## src/rtl/dram_rb_pkg.sv

```systemverilog
package dram_rb_pkg;

  typedef enum logic [2:0] {
    ST_IDLE,
    ST_ACT,
    ST_OPEN,
    ST_DATA,
    ST_WB,
    ST_REF_LD,
    ST_REF_WB
  } ctrl_state_t;

  typedef struct packed {
    logic latchRow;
    logic loadRow;
    logic latchCol;
    logic readOut;
    logic mergeWr;
    logic writeBack;
    logic selRefresh;
  } dram_strobe_t;

endpackage

```

## src/rtl/dram_rb_ctrl.sv

```systemverilog
module dram_rb_ctrl
  import dram_rb_pkg::*;
#(
  parameter int ROW_W        = 4,
  parameter int REF_INTERVAL = 64
) (
  input  logic             clk,
  input  logic             rst,
  input  logic             rasStrobe,
  input  logic             casStrobe,
  input  logic             hostWrite,
  output logic             hostReady,
  output dram_strobe_t     strb,
  output logic [ROW_W-1:0] refRow
);

  localparam int CNT_W = (REF_INTERVAL > 2) ? $clog2(REF_INTERVAL) : 1;
  localparam logic [CNT_W-1:0] CNT_LAST = CNT_W'(REF_INTERVAL - 1);

  ctrl_state_t state, stateNext;
  logic [CNT_W-1:0] refCnt;
  logic refPending;
  logic isWrite;

  // interval timer: free running, raises a pending flag once per interval
  always_ff @(posedge clk) begin
    if (rst) begin
      refCnt     <= '0;
      refPending <= 1'b0;
    end else begin
      if (refCnt == CNT_LAST) begin
        refCnt     <= '0;
        refPending <= 1'b1;
      end else begin
        refCnt <= refCnt + 1'b1;
        if (state == ST_IDLE && refPending) refPending <= 1'b0;
      end
    end
  end

  // next state
  always_comb begin
    stateNext = state;
    unique case (state)
      ST_IDLE: begin
        if (refPending)     stateNext = ST_REF_LD;
        else if (rasStrobe) stateNext = ST_ACT;
      end
      ST_ACT:    stateNext = ST_OPEN;
      ST_OPEN:   if (casStrobe) stateNext = ST_DATA;
      ST_DATA:   stateNext = ST_WB;
      ST_WB:     stateNext = ST_IDLE;
      ST_REF_LD: stateNext = ST_REF_WB;
      ST_REF_WB: stateNext = ST_IDLE;
      default:   stateNext = ST_IDLE;
    endcase
  end

  always_ff @(posedge clk) begin
    if (rst) begin
      state   <= ST_IDLE;
      refRow  <= '0;
      isWrite <= 1'b0;
    end else begin
      state <= stateNext;
      if (state == ST_OPEN && casStrobe) isWrite <= hostWrite;
      if (state == ST_REF_WB) refRow <= refRow + 1'b1;
    end
  end

  // strobes to the datapath
  always_comb begin
    strb = '0;
    unique case (state)
      ST_IDLE: strb.latchRow = !refPending && rasStrobe;
      ST_ACT:  strb.loadRow  = 1'b1;
      ST_OPEN: strb.latchCol = casStrobe;
      ST_DATA: begin
        strb.mergeWr = isWrite;
        strb.readOut = !isWrite;
      end
      ST_WB:   strb.writeBack = 1'b1;
      ST_REF_LD: begin
        strb.loadRow    = 1'b1;
        strb.selRefresh = 1'b1;
      end
      ST_REF_WB: begin
        strb.writeBack  = 1'b1;
        strb.selRefresh = 1'b1;
      end
      default: strb = '0;
    endcase
  end

  assign hostReady = (state == ST_IDLE && !refPending) || (state == ST_OPEN);

endmodule

```

## src/rtl/dram_rb_datapath.sv

```systemverilog
module dram_rb_datapath
  import dram_rb_pkg::*;
#(
  parameter int ROW_W  = 4,
  parameter int COL_W  = 4,
  parameter int DATA_W = 4,
  parameter int MUX_W  = 4
) (
  input  logic              clk,
  input  logic              rst,
  input  dram_strobe_t      strb,
  input  logic [MUX_W-1:0]  muxAddr,
  input  logic [DATA_W-1:0] wrData,
  input  logic [ROW_W-1:0]  refRow,
  output logic [DATA_W-1:0] rdData,
  output logic              rdValid
);

  localparam int NROWS = 1 << ROW_W;
  localparam int NCOLS = 1 << COL_W;
  localparam int BUF_W = DATA_W * NCOLS;

  logic [BUF_W-1:0]  cellArray [NROWS];
  logic [BUF_W-1:0]  rowBuf, nextBuf, mergedBuf;
  logic [ROW_W-1:0]  rowReg, arrIdx;
  logic [COL_W-1:0]  colReg;
  logic [DATA_W-1:0] wrReg, readWord;

  // address and write-data capture from the shared bus
  always_ff @(posedge clk) begin
    if (rst) begin
      rowReg <= '0;
      colReg <= '0;
      wrReg  <= '0;
    end else begin
      if (strb.latchRow) rowReg <= muxAddr[ROW_W-1:0];
      if (strb.latchCol) begin
        colReg <= muxAddr[COL_W-1:0];
        wrReg  <= wrData;
      end
    end
  end

  assign arrIdx = strb.selRefresh ? refRow : rowReg;

  // merge the write word into its column slice
  for (genvar c = 0; c < NCOLS; c++) begin : g_merge
    assign mergedBuf[c*DATA_W +: DATA_W] =
      (colReg == COL_W'(c)) ? wrReg : rowBuf[c*DATA_W +: DATA_W];
  end

  // one wide mux per output bit
  for (genvar b = 0; b < DATA_W; b++) begin : g_rdmux
    logic [NCOLS-1:0] lane;
    for (genvar c = 0; c < NCOLS; c++) begin : g_lane
      assign lane[c] = rowBuf[c*DATA_W + b];
    end
    assign readWord[b] = lane[colReg];
  end

  always_comb begin
    if (strb.loadRow)      nextBuf = cellArray[arrIdx];
    else if (strb.mergeWr) nextBuf = mergedBuf;
    else                   nextBuf = rowBuf;
  end

  // behavioural array: a row load empties the row
  always_ff @(posedge clk) begin
    rowBuf <= nextBuf;
    if (strb.loadRow)   cellArray[arrIdx] <= '0;
    if (strb.writeBack) cellArray[arrIdx] <= rowBuf;
  end

  always_ff @(posedge clk) begin
    if (rst) begin
      rdData  <= '0;
      rdValid <= 1'b0;
    end else begin
      rdValid <= strb.readOut;
      if (strb.readOut) rdData <= readWord;
    end
  end

endmodule

```

## src/rtl/dram_rb_top.sv

```systemverilog
module dram_rb_top
  import dram_rb_pkg::*;
#(
  parameter int ROW_W        = 4,
  parameter int COL_W        = 4,
  parameter int DATA_W       = 4,
  parameter int REF_INTERVAL = 64,
  localparam int MUX_W = (ROW_W > COL_W) ? ROW_W : COL_W
) (
  input  logic              clk,
  input  logic              rst,
  input  logic [MUX_W-1:0]  muxAddr,
  input  logic              rasStrobe,
  input  logic              casStrobe,
  input  logic              hostWrite,
  input  logic [DATA_W-1:0] wrData,
  output logic              hostReady,
  output logic [DATA_W-1:0] rdData,
  output logic              rdValid
);

  dram_strobe_t     strb;
  logic [ROW_W-1:0] refRow;

  dram_rb_ctrl #(
    .ROW_W(ROW_W),
    .REF_INTERVAL(REF_INTERVAL)
  ) u_ctrl (
    .clk(clk),
    .rst(rst),
    .rasStrobe(rasStrobe),
    .casStrobe(casStrobe),
    .hostWrite(hostWrite),
    .hostReady(hostReady),
    .strb(strb),
    .refRow(refRow)
  );

  dram_rb_datapath #(
    .ROW_W(ROW_W),
    .COL_W(COL_W),
    .DATA_W(DATA_W),
    .MUX_W(MUX_W)
  ) u_dp (
    .clk(clk),
    .rst(rst),
    .strb(strb),
    .muxAddr(muxAddr),
    .wrData(wrData),
    .refRow(refRow),
    .rdData(rdData),
    .rdValid(rdValid)
  );

endmodule

```

## config.mk

```make
export PLATFORM = sky130hd
export DESIGN_NAME = dram_rb_top
export DESIGN_NICKNAME = d
export VERILOG_FILES = /design/src/rtl/dram_rb_pkg.sv /design/src/rtl/dram_rb_ctrl.sv /design/src/rtl/dram_rb_datapath.sv /design/src/rtl/dram_rb_top.sv
export SDC_FILE = /design/constraint.sdc
export NUM_CORES = 1
export LEC_CHECK = 0
export ABC_AREA = 1
export BUFFER_PORTS_ARGS = -buffer_cell sky130_fd_sc_hd__buf_2
export CAP_MARGIN = 20
export CORE_MARGIN = 1.5
export CORE_UTILIZATION = 50
export CTS_BUF_LIST = sky130_fd_sc_hd__clkbuf_4
export CTS_CLUSTER_DIAMETER = 120
export DETAILED_ROUTE_END_ITERATION = 8
export GPL_ROUTABILITY_DRIVEN = 0
export PLACE_DENSITY_LB_ADDON = 0.12
export SYNTH_ARGS = -nofsm -noshare
export SYNTH_HDL_FRONTEND = slang
export SYNTH_SLANG_ARGS = --single-unit
export TNS_END_PERCENT = 100
```

## constraint.sdc

```tcl
create_clock -name clk -period 5.3 [get_ports clk]
set_input_delay 0.53 -clock clk [delete_from_list [all_inputs] [get_ports clk]]
set_output_delay 0.53 -clock clk [all_outputs]
set_load 0.005 [all_outputs]
```

==> flow_summary.yaml <==
worst_setup_path:
  startpoint_type: "flip-flop"
  path_cells: "inv_2 > nand3_2 > nand2_4 > nand2_8 > buf_4 > buf_4 > nand3_1 > nand2_1 > nand2_1 > nand2_1 > nand2_1 > nand2_1 > o21ai_1 > nand2_1"
  r2r_setup_slack_ps: 1430
  cp_data_arrival_time_ps: 4850
  worst_r2r_endpoint: "u_dp.rowBuf[10]"
  crit_path_max_fanout: 87
  crit_start: "u_ctrl.state[1]"
  cp-end-kind: "flip-flop"
  endpoint: "u_dp.rowBuf[10]"
  cpMaxStageDelayCell: "buf_4"
  slowest_delay_ps: 940
  r2r-start: "u_ctrl.state[1]"
  worst-setup-path-type: "reg2reg"
  required_ps: 6270
  path_common_cell: "nand2_1"
  reg2reg_depth: 14
logic_synthesis:
  synth-seq-cells: 1120
  yosys_warnings: 0
  synth_area_leaders: "edfxtp_1, nand2_1, nand3_1"
  synth_cell_types: 30
  synth_most_common_cell: "nand2_1"
  synth_area_leader_cell: "edfxtp_1"
  syn-cell-area_um2: 47500
  syn_nets: 4618
  ys_seq_area_frac: 0.701
  netlist_instances: 4603
  synth_edf_count: 1088
  ys.flop_type: "edfxtp_1"
  synth_commonest_cells: "nand2_1, edfxtp_1, nand3_1"
  avgSynthCellArea_um2: 10.3
  synth_top_area_share: 0.688
  async_reset_ff_frac: 0
power_and_ir_drop:
  leakage_nw: 22.1
  cellPowerDensity_nw_per_um2: 378
  power_mw: 20.0
  ir_worst_vdd_uv: 225
route:
  routed_wl_mm: 134
  dr.pass1.iters: 7
  drc: 0
  vias: 33688
  ant_nets: 0
  first_iter_violations: 3334
  avgViaCountPerCell: 5.42
  routedWlPerCell_um: 21.6
timing:
  hold_viol: 0
  timing.setup.tns_ps: 0
  rsz0062_at_grt: "no"
  fmax_ghz: 0.258
  min_period_ps: 3870
  fin_crit_sh: 0.731
  slew_headroom: 0.228
  skew_ps: 72.0
  report.final.slew_viol_count: 0
  setup_viol: 0
  tightest_slew_ps: 1150
  fin_ws_ps: 1430
min_path:
  hold_class: "in2reg"
clock_tree:
  clock_latency_ps: 1170
  path_clk_slew_ps: 70
  cts_tree: "built"
  cts_root_buffer: "clkbuf_4"
  cts_max_path_buffers: 4
  cts_resized: 0
  cts-htree-levels: 5
  cts_buffers: 308
  clock_sinks: 1120
placed_design:
  post-place-ws_ps: 1510
  dp_hpwl_mm: 64.5
  port-buffer-count: 18
cells_and_area:
  fin_nets: 4787
  multi_input_area_um2: 12800
  areaGrowthSynthToFinish_pct: 11.4
  ff_latch_area_um2: 33300
  drive_gt1_frac: 0.122
  nFillCells: 8091
global_route:
  antenna_found_initial: 2
  grt_max_degree: 183
  grt_remaining_overflow: 0
  grt_util_all_layers: 0.277
  grt_pass1_wl_mm: 201
  grt_pass1_vias: 32426
outcome:
  status: "finished clean"
floorplanning:
  fp.dieW_um: 311
  die_h_um: 311
  coreArea_um2: 93700
  num_io_pins: 19
  initial_utilization: 0.507
  dieArea_um2: 96900
  num_rows: 112
run:
  maxCapViolCount: 0
-- worst max-delay path, delay by kind of cell (launching register included) --
family / cells / cell delay (ps)
compound gates: 1 / 100
simple gates: 10 / 1370
buf+inv: 3 / 1710
flops: 1 / 450
-- routing by layer --
| metal | global-route usage | share of wire |
|---|---|---|
| met5 | 0 | 0 |
| met1 | 0.379 | 0.42 |
| met4 | 0.0931 | 0.024 |
| met2 | 0.437 | 0.46 |
| met3 | 0.0662 | 0.092 |
-- metrics by stage --
| stage | util | hold WS [ps] | instance area, um2 | cells |
|---|---|---|---|---|
| final | 0.565 | 303 | 52900 | 6211 |
| after global placement | 0.522 | 450 | 49000 | 5678 |
| after detailed placement | 0.522 | 468 | 49000 | 5680 |
| after floorplan | - | 430 | 47500 | 4603 |
| after CTS | 0.563 | 182 | 52800 | 6193 |
| after global routing | 0.565 | 270 | 52900 | 6211 |
-- how the worst min path moves through the flow --
stage | from | end | slack (ps) | cells after the start
2_1_floorplan | u_ctrl.refCnt[0] | u_ctrl.refCnt[0] | 430 | 1
5_1_grt | rst | u_ctrl.state[2] | 270 | 3
4_1_cts | rst | u_ctrl.state[2] | 180 | 3
6_report | rst | u_ctrl.state[2] | 300 | 3
3_5_place_dp | u_dp.wrReg[3] | u_dp.wrReg[3] | 470 | 2
3_3_place_gp | u_ctrl.refCnt[0] | u_ctrl.refCnt[0] | 450 | 1
-- cell type report --
| class | instances | area share |
|---|---|---|
| timing repair buffer | 132 | 0.0233 |
| inverter | 101 | 0.00730 |
| clock inverter | 41 | 0.00451 |
| sequential | 1120 | 0.629 |
| clock buffer | 450 | 0.0638 |
| multi-input combinational | 3109 | 0.242 |
| tap | 1254 | 0.0296 |
| antenna | 4 | 0.000189 |
-- cell families (layout without fill, tap and decap cells) --
kind of cell | Yosys count | in the layout | synth area share
simple gates | 2939 | 2939 | 0.246
flops | 1120 | 1120 | 0.701
buf+inv | 374 | 724 | 0.0338
compound gates | 167 | 167 | 0.0188
fa+ha+maj | 2 | 2 | 0.000527
xor+xnor | 1 | 1 | 0.000184
other cells | 0 | 4 | 0
-- registers in the layout (all words and copies together), names as in the netlist, 4 cells and up --
signal,cells
u_dp.wrReg,4
u_dp.rdData,4
u_dp.rowBuf,64
u_dp.rowReg,4
u_dp.cellArray,1024
u_ctrl.refCnt,6
u_dp.colReg,4
u_ctrl.refRow,4
-- layout by cell type, fill, tap and decap left out, types with 18 or more instances in the layout --
master and n:
inv_1 98, edfxtp_1 1088, dfxtp_1 32, nand2_1 2345, nand3_1 464, nor2_4 21, clkinv_1 31, a21oi_1 19
dlygate4sd3_1 22, o21ai_1 66, buf_2 18, o21ai_0 55, buf_4 70, nor2_1 89, clkbuf_4 451
-- power by group --
part,total [mW],internal [mW],switching (mW)
clock,7.38,3.98,3.40
sequential,9.97,9.90,0.0698
combinational,2.68,0.713,1.97
total,20.0,14.6,5.44
-- what timing repair did --
item                                   CTS  global route
endpoints found under the hold margin   19             0
buffers inserted                         0             0
hold buffers                            22             0
No activity file was read; power rests on OpenSTA's default activity.
